`config.mk`:
```
export PLATFORM = sky130hd
export DESIGN_NAME = sc_host_ctrl
export DESIGN_NICKNAME = d
export VERILOG_FILES = /design/src/rtl/sc_host_pkg.sv /design/src/rtl/sc_host_latch.sv /design/src/rtl/sc_fault_mon.sv /design/src/rtl/sc_seq.sv /design/src/rtl/sc_host_ctrl.sv
export SDC_FILE = /design/constraint.sdc
export NUM_CORES = 1
export LEC_CHECK = 0
export ABC_CLOCK_PERIOD_IN_PS = 1800
export BUFFER_PORTS_ARGS = -buffer_cell sky130_fd_sc_hd__buf_2
export CAP_MARGIN = 20
export CORE_MARGIN = 10
export CORE_UTILIZATION = 50
export CTS_BUF_LIST = sky130_fd_sc_hd__clkbuf_4
export DETAILED_ROUTE_END_ITERATION = 10
export HOLD_SLACK_MARGIN = 0.1
export PLACE_DENSITY = 0.9
export SYNTH_ARGS = -nofsm -noshare
export SYNTH_HDL_FRONTEND = slang
export SYNTH_SLANG_ARGS = --single-unit
```
`constraint.sdc`:
```
create_clock -name clk_i -period 1.8 [get_ports clk_i]
set_input_delay 0.36 -clock clk_i [delete_from_list [all_inputs] [get_ports clk_i]]
set_output_delay 0.36 -clock clk_i [all_outputs]
set_load 0.05 [all_outputs]
```
`src/rtl/sc_host_pkg.sv`:
```
package sc_host_pkg;

    typedef enum logic [1:0] {
        SEQ_IDLE       = 2'd0,
        SEQ_ACTIVATING = 2'd1,
        SEQ_ACTIVE     = 2'd2,
        SEQ_DEACT      = 2'd3
    } seq_state_e;

    typedef struct packed {
        logic act_req_n;
        logic pwrdn;
        logic rst_in;
        logic vsel;
    } host_ctl_t;

    localparam host_ctl_t HOST_CTL_RESET = '{act_req_n: 1'b1, pwrdn: 1'b0,
                                             rst_in: 1'b0, vsel: 1'b0};

endpackage

```
`src/rtl/sc_host_latch.sv`:
```
module sc_host_latch
    import sc_host_pkg::*;
(
    input  logic      clk_i,
    input  logic      rst_ni,
    input  logic      cs_i,
    input  host_ctl_t live_i,
    input  logic      data_i,
    input  logic      aux1_i,
    input  logic      aux2_i,
    output host_ctl_t eff_o,
    output logic      data_o,
    output logic      aux1_o,
    output logic      aux2_o
);

    typedef struct packed {
        host_ctl_t hold;
    } latch_reg_t;

    latch_reg_t r_d, r_q;

    always_comb begin
        r_d = r_q;
        if (cs_i) begin
            r_d.hold = live_i;
        end
    end

    always_ff @(posedge clk_i or negedge rst_ni) begin
        if (!rst_ni) begin
            r_q.hold <= HOST_CTL_RESET;
        end else begin
            r_q <= r_d;
        end
    end

    // Transparent while selected, frozen while deselected.
    assign eff_o  = cs_i ? live_i : r_q.hold;
    assign data_o = cs_i ? data_i : 1'b1;
    assign aux1_o = cs_i ? aux1_i : 1'b1;
    assign aux2_o = cs_i ? aux2_i : 1'b1;

    p_frozen_r1: assert property (@(posedge clk_i) disable iff (!rst_ni)
        (!cs_i ##1 !cs_i) |-> $stable(eff_o));

endmodule

```
`src/rtl/sc_fault_mon.sv`:
```
module sc_fault_mon (
    input  logic clk_i,
    input  logic rst_ni,
    input  logic in_session_i,
    input  logic card_present_i,
    input  logic volt_fault_i,
    input  logic therm_fault_i,
    input  logic act_req_n_i,
    output logic fault_cond_o,
    output logic fault_o
);

    typedef struct packed {
        logic fault;
    } fault_reg_t;

    fault_reg_t r_d, r_q;
    logic       cond;

    assign cond = in_session_i & (~card_present_i | volt_fault_i | therm_fault_i);

    always_comb begin
        r_d = r_q;
        if (cond) begin
            r_d.fault = 1'b1;
        end else if (act_req_n_i) begin
            r_d.fault = 1'b0;
        end
    end

    always_ff @(posedge clk_i or negedge rst_ni) begin
        if (!rst_ni) begin
            r_q.fault <= 1'b0;
        end else begin
            r_q <= r_d;
        end
    end

    assign fault_cond_o = cond;
    assign fault_o      = r_q.fault;

    p_fault_latch_r7: assert property (@(posedge clk_i) disable iff (!rst_ni)
        (in_session_i && volt_fault_i) |=> fault_o);

    p_fault_sticky_r8: assert property (@(posedge clk_i) disable iff (!rst_ni)
        (fault_o && !act_req_n_i) |=> fault_o);

endmodule

```
`src/rtl/sc_seq.sv`:
```
module sc_seq
    import sc_host_pkg::*;
#(
    parameter int unsigned ACT_CYCLES   = 4,
    parameter int unsigned DEACT_CYCLES = 3
) (
    input  logic       clk_i,
    input  logic       rst_ni,
    input  logic       act_req_n_i,
    input  logic       pwrdn_i,
    input  logic       card_present_i,
    input  logic       fault_latched_i,
    input  logic       fault_cond_i,
    output seq_state_e state_o,
    output logic       in_session_o,
    output logic       rst_en_o,
    output logic       supply_en_o,
    output logic       pwr_down_o
);

    localparam int unsigned MAXC = (ACT_CYCLES > DEACT_CYCLES) ? ACT_CYCLES : DEACT_CYCLES;
    localparam int unsigned CW   = $clog2(MAXC + 1);
    localparam logic [CW-1:0] ACT_LAST   = CW'(ACT_CYCLES - 1);
    localparam logic [CW-1:0] DEACT_LAST = CW'(DEACT_CYCLES - 1);

    typedef struct packed {
        seq_state_e    state;
        logic [CW-1:0] cnt;
    } seq_reg_t;

    seq_reg_t r_d, r_q;
    logic     start;

    assign start = ~act_req_n_i & card_present_i & ~fault_latched_i & ~pwrdn_i;

    always_comb begin
        r_d = r_q;
        unique case (r_q.state)
            SEQ_IDLE: begin
                r_d.cnt = '0;
                if (start) begin
                    r_d.state = SEQ_ACTIVATING;
                end
            end
            SEQ_ACTIVATING: begin
                if (fault_cond_i || act_req_n_i) begin
                    r_d.state = SEQ_DEACT;
                    r_d.cnt   = '0;
                end else if (r_q.cnt == ACT_LAST) begin
                    r_d.state = SEQ_ACTIVE;
                    r_d.cnt   = '0;
                end else begin
                    r_d.cnt = r_q.cnt + 1'b1;
                end
            end
            SEQ_ACTIVE: begin
                r_d.cnt = '0;
                if (fault_cond_i || act_req_n_i) begin
                    r_d.state = SEQ_DEACT;
                end
            end
            SEQ_DEACT: begin
                if (r_q.cnt == DEACT_LAST) begin
                    r_d.state = SEQ_IDLE;
                    r_d.cnt   = '0;
                end else begin
                    r_d.cnt = r_q.cnt + 1'b1;
                end
            end
            default: r_d = r_q;
        endcase
    end

    always_ff @(posedge clk_i or negedge rst_ni) begin
        if (!rst_ni) begin
            r_q.state <= SEQ_IDLE;
            r_q.cnt   <= '0;
        end else begin
            r_q <= r_d;
        end
    end

    assign state_o      = r_q.state;
    assign in_session_o = (r_q.state == SEQ_ACTIVATING) || (r_q.state == SEQ_ACTIVE);
    assign supply_en_o  = in_session_o;
    assign rst_en_o     = (r_q.state == SEQ_ACTIVE);
    assign pwr_down_o   = pwrdn_i && (r_q.state == SEQ_IDLE);

    p_start_guard_r5: assert property (@(posedge clk_i) disable iff (!rst_ni)
        (r_q.state == SEQ_IDLE && (act_req_n_i || !card_present_i || fault_latched_i || pwrdn_i))
        |=> (r_q.state == SEQ_IDLE));

    p_no_skip_r6: assert property (@(posedge clk_i) disable iff (!rst_ni)
        (r_q.state == SEQ_IDLE) |=> (r_q.state == SEQ_IDLE || r_q.state == SEQ_ACTIVATING));

    p_fault_abort_r7: assert property (@(posedge clk_i) disable iff (!rst_ni)
        fault_cond_i |=> (r_q.state == SEQ_DEACT));

    p_release_r9: assert property (@(posedge clk_i) disable iff (!rst_ni)
        (in_session_o && act_req_n_i) |=> (r_q.state == SEQ_DEACT));

    p_pd_ignored_r10: assert property (@(posedge clk_i) disable iff (!rst_ni)
        (r_q.state == SEQ_ACTIVE && !act_req_n_i && !fault_cond_i) |=> (r_q.state == SEQ_ACTIVE));

endmodule

```
`src/rtl/sc_host_ctrl.sv`:
```
module sc_host_ctrl
    import sc_host_pkg::*;
#(
    parameter int unsigned ACT_CYCLES   = 4,
    parameter int unsigned DEACT_CYCLES = 3
) (
    input  logic       clk_i,
    input  logic       rst_ni,
    input  logic       cs_i,
    input  logic       act_req_n_i,
    input  logic       pwrdn_i,
    input  logic       rst_in_i,
    input  logic       vsel_i,
    input  logic       host_data_i,
    input  logic       host_aux1_i,
    input  logic       host_aux2_i,
    input  logic       card_present_i,
    input  logic       volt_fault_i,
    input  logic       therm_fault_i,
    output logic       status_n_o,
    output logic       status_oe_o,
    output logic       card_rst_o,
    output logic       supply_en_o,
    output logic       pwr_down_o,
    output logic       vsel_o,
    output logic [1:0] seq_state_o,
    output logic       data_view_o,
    output logic       aux1_view_o,
    output logic       aux2_view_o
);

    host_ctl_t  live, eff;
    seq_state_e state;
    logic       in_session, rst_en, fault_cond, fault_q, session_view;

    assign live = '{act_req_n: act_req_n_i, pwrdn: pwrdn_i, rst_in: rst_in_i, vsel: vsel_i};

    sc_host_latch u_latch (
        .clk_i  (clk_i),
        .rst_ni (rst_ni),
        .cs_i   (cs_i),
        .live_i (live),
        .data_i (host_data_i),
        .aux1_i (host_aux1_i),
        .aux2_i (host_aux2_i),
        .eff_o  (eff),
        .data_o (data_view_o),
        .aux1_o (aux1_view_o),
        .aux2_o (aux2_view_o)
    );

    sc_fault_mon u_fault (
        .clk_i          (clk_i),
        .rst_ni         (rst_ni),
        .in_session_i   (in_session),
        .card_present_i (card_present_i),
        .volt_fault_i   (volt_fault_i),
        .therm_fault_i  (therm_fault_i),
        .act_req_n_i    (eff.act_req_n),
        .fault_cond_o   (fault_cond),
        .fault_o        (fault_q)
    );

    sc_seq #(
        .ACT_CYCLES   (ACT_CYCLES),
        .DEACT_CYCLES (DEACT_CYCLES)
    ) u_seq (
        .clk_i           (clk_i),
        .rst_ni          (rst_ni),
        .act_req_n_i     (eff.act_req_n),
        .pwrdn_i         (eff.pwrdn),
        .card_present_i  (card_present_i),
        .fault_latched_i (fault_q),
        .fault_cond_i    (fault_cond),
        .state_o         (state),
        .in_session_o    (in_session),
        .rst_en_o        (rst_en),
        .supply_en_o     (supply_en_o),
        .pwr_down_o      (pwr_down_o)
    );

    // Status meaning switches from presence to fault once a session exists.
    assign session_view = (state != SEQ_IDLE) || fault_q;
    assign status_n_o   = session_view ? ~fault_q : card_present_i;
    assign status_oe_o  = cs_i;
    assign card_rst_o   = rst_en & eff.rst_in;
    assign vsel_o       = eff.vsel;
    assign seq_state_o  = state;

    p_status_fault_r7: assert property (@(posedge clk_i) disable iff (!rst_ni)
        fault_q |-> !status_n_o);

    p_rst_gate_r11: assert property (@(posedge clk_i) disable iff (!rst_ni)
        (seq_state_o != 2'd2) |-> !card_rst_o);

endmodule

```
==> impl_results.md <==
- Status: finished, final reports clean
- DIE WIDTH: 56.4 um
- Initial Util: 52.2%
- Crit-path cells: inv_2, ha_4, and2_1, buf_4
- Number of cells on the critical path: 4
- WL final: 1470 um
- Syn Area/Cell: 10.5 um2
- Worst-path clk slew: 0.07 ns
- Worst-case reg-to-reg path depth: 6
- Psw: 0.706 mW
- Yosys warning total: 0
- Most common cell after layout, fill and taps aside: buf_2
- PortBufs: 23
- Most frequent cells in the layout: buf_2, dfrtp_1, ha_1
- WS Path Type: reg2out
- Share of layout cells above drive strength 1: 44.2%
- Post-synth top area cell: dfrtp_1
- N_diodes: 0
- Placed wire-length estimate: 1220 um
- Post-synth ARST share: 100%
- Iter 0 DRT Violations: 8
- WP data arrival: 1.36 ns
- Fin. max-slew vios: 0
- H-tree depth: 1
- Comb pwr share: 61.8%
- Critical Path RT: 1.44 ns
- Int Power: 0.669 mW
- Leakage: 0.405 nW
- Seq/Total Area, Yosys: 38.0%
- Post-synth EDFFs: 0
- Post-route minimum period: 1.72 ns
- Final setup violation count: 0
- Peak supply drop: 1.26 mV
- Antenna-violating nets left: 0
- Mapped Cells: 63
- CP top delay family: flip-flops
- DR vias: 517
- Unrepaired setup endpoints after global routing: no
- Worst slew pin tran: 0.391 ns
- Crit share post-route: 95.6%
- Synth-to-layout area growth: 24.2%
- CP Capture Type: output pin
- Crit path buffers/inverters: 2
- Worst hold path type: in2reg
- Max Freq: 0.581 GHz
- Clk sinks: 10
- Power share of the clock group: 12.8%
- Vias per cell: 5.12
- Flop pwr share: 25.3%
- Design Area, Final: 822 um2
- Setup TNS: 0 ns
- Sw Ratio: 51.4%
- RePlAce Congestion: 0.800
- Largest net degree at the start of global routing: 11
- Vias in the first global route: 554
- Die area: 3180 um2
- CTS tree: built
- Initial antenna violation count: 0
- Ranking of synthesized cells by area: dfrtp_1, ha_1, inv_1
- Io pins: 24
- Max_slew headroom: 73.9%
- CP max-delay cell: dfrtp_1
- Clk_lat worst skew: 0.26 ns
- Wire length of the first global-routing pass: 2420 um
- Yosys top cell area share: 34.0%
- Clock Path Buffers: 2
- Main synth FF type: dfrtp_1
- Placement Rows: 13
- Core area: 1270 um2
- Yosys reg bits: 10
- Placed inst area: 764 um2
- Peak fanout along the critical path: 8
- DR pass1 iterations: 4
- Power density cells: 1670 nW/um2
- WL/cell: 14.6 um
- CTS root buffer: clkbuf_4
- GRT overflow: 0
- Die extent in y: 56.4 um
- DRC Markers: 0
- Overall global routing resource usage: 9.12%
- Fin. Hold Viols: 0
- Clk_skew: 0.00428 ns
- Cell Area, Synth: 662 um2
- Tot Pwr: 1.37 mW
- Worst Hold Depth: 2
- Yosys cell types: 28
- Max_cap viols: 0
- Delay of the slowest critical-path stage: 0.44 ns
- Syn Nets: 84
- Critical path startpoint category: register
- Nets@finish: 108
- Total CTS buffers: 3
==> stage by stage <==
step           hold slack (ns)  utilization (%)  setup WS (ns)  std cells
2_1_floorplan           0.0644                -         0.0513         63
3_3_place_gp             0.225             60.3          0.181         96
3_5_place_dp             0.228             60.3          0.172         96
4_1_cts                  0.348             64.6        0.00984        101
5_1_grt                  0.357             64.8         0.0105        101
6_report                 0.348             64.8         0.0799        101
==> layer usage <==
metal	share of wire [%]	wire length (um)	global-route usage [%]	vias to the layer above
li1	-	-	-	252
met1	39	574	9.48	235
met2	48	706	15.8	27
met3	12	179	4.72	3
met4	0.68	10	2.06	0
met5	0	0	0	-
==> worst paths after layout <==
check | endpoint | slack [ns] | startpoint
max | pwr_down_o | 0.08 | u_seq.state_o[0]
min | u_latch.r_q[1] | 0.35 | rst_in_i
max reg2reg | u_seq.state_o[0] | 0.22 | u_seq.state_o[0]
min reg2reg | u_seq.r_q[0] | 0.48 | u_seq.r_q[0]
max in group asynchronous | u_latch.r_q[3] | 1.07 | rst_ni
min in group asynchronous | u_seq.state_o[0] | 0.47 | rst_ni
==> flip-flops by register name (all words and copies together) (netlist names) <==
signal / count
u_seq.r_q: 3
u_latch.r_q: 4
u_fault.fault_o: 1
u_seq.state_o: 2
==> what timing repair did <==
| action | 4_1_cts | 5_1_grt |
|---|---|---|
| hold buffers | 1 | 0 |
| hold endpoints to repair | 9 | 0 |
| gates resized for setup | 3 | 3 |
| buffers inserted | 0 | 0 |
| setup endpoints to repair | 2 | 3 |
==> power groups by stage <==
stage / logic [mW] / registers (mW) / clock network [mW]
6_report: 0.850 / 0.348 / 0.177
5_1_grt: 0.927 / 0.358 / 0.184
4_1_cts: 0.849 / 0.345 / 0.177
3_5_place_dp: 0.802 / 0.351 / 0
3_3_place_gp: 0.791 / 0.342 / 0
2_1_floorplan: 0.685 / 0.336 / 0
==> cell type report <==
class | instances | area (um2)
multi-input cells | 39 | 355
flip-flops and latches | 10 | 251
well taps | 15 | 18.8
inverters | 9 | 33.8
clock buffers | 4 | 30.0
repair buffers | 24 | 133
fillers | 103 | 447
==> cells in the mapped netlist, types with 2 or more instances <==
| cell type | instances |
|---|---|
| buf_4 | 3 |
| nor3_1 | 2 |
| mux2i_1 | 2 |
| nor2_1 | 2 |
| and2_1 | 3 |
| o21ai_0 | 2 |
| nand2_1 | 3 |
| ha_1 | 8 |
| or2b_1 | 3 |
| dfrtp_1 | 9 |
| inv_1 | 8 |
| mux2_2 | 2 |
==> kinds of logic (layout without fill, tap and decap cells) <==
group	after synthesis	after routing	share of synthesized area [%]
buf+inv	14	37	10.8
fa+ha+maj	8	8	15.1
compound gates	9	9	10.4
simple gates	16	16	13.6
mux	6	6	12.1
flops	10	10	38.0
Power figures use the tool's default switching activity.
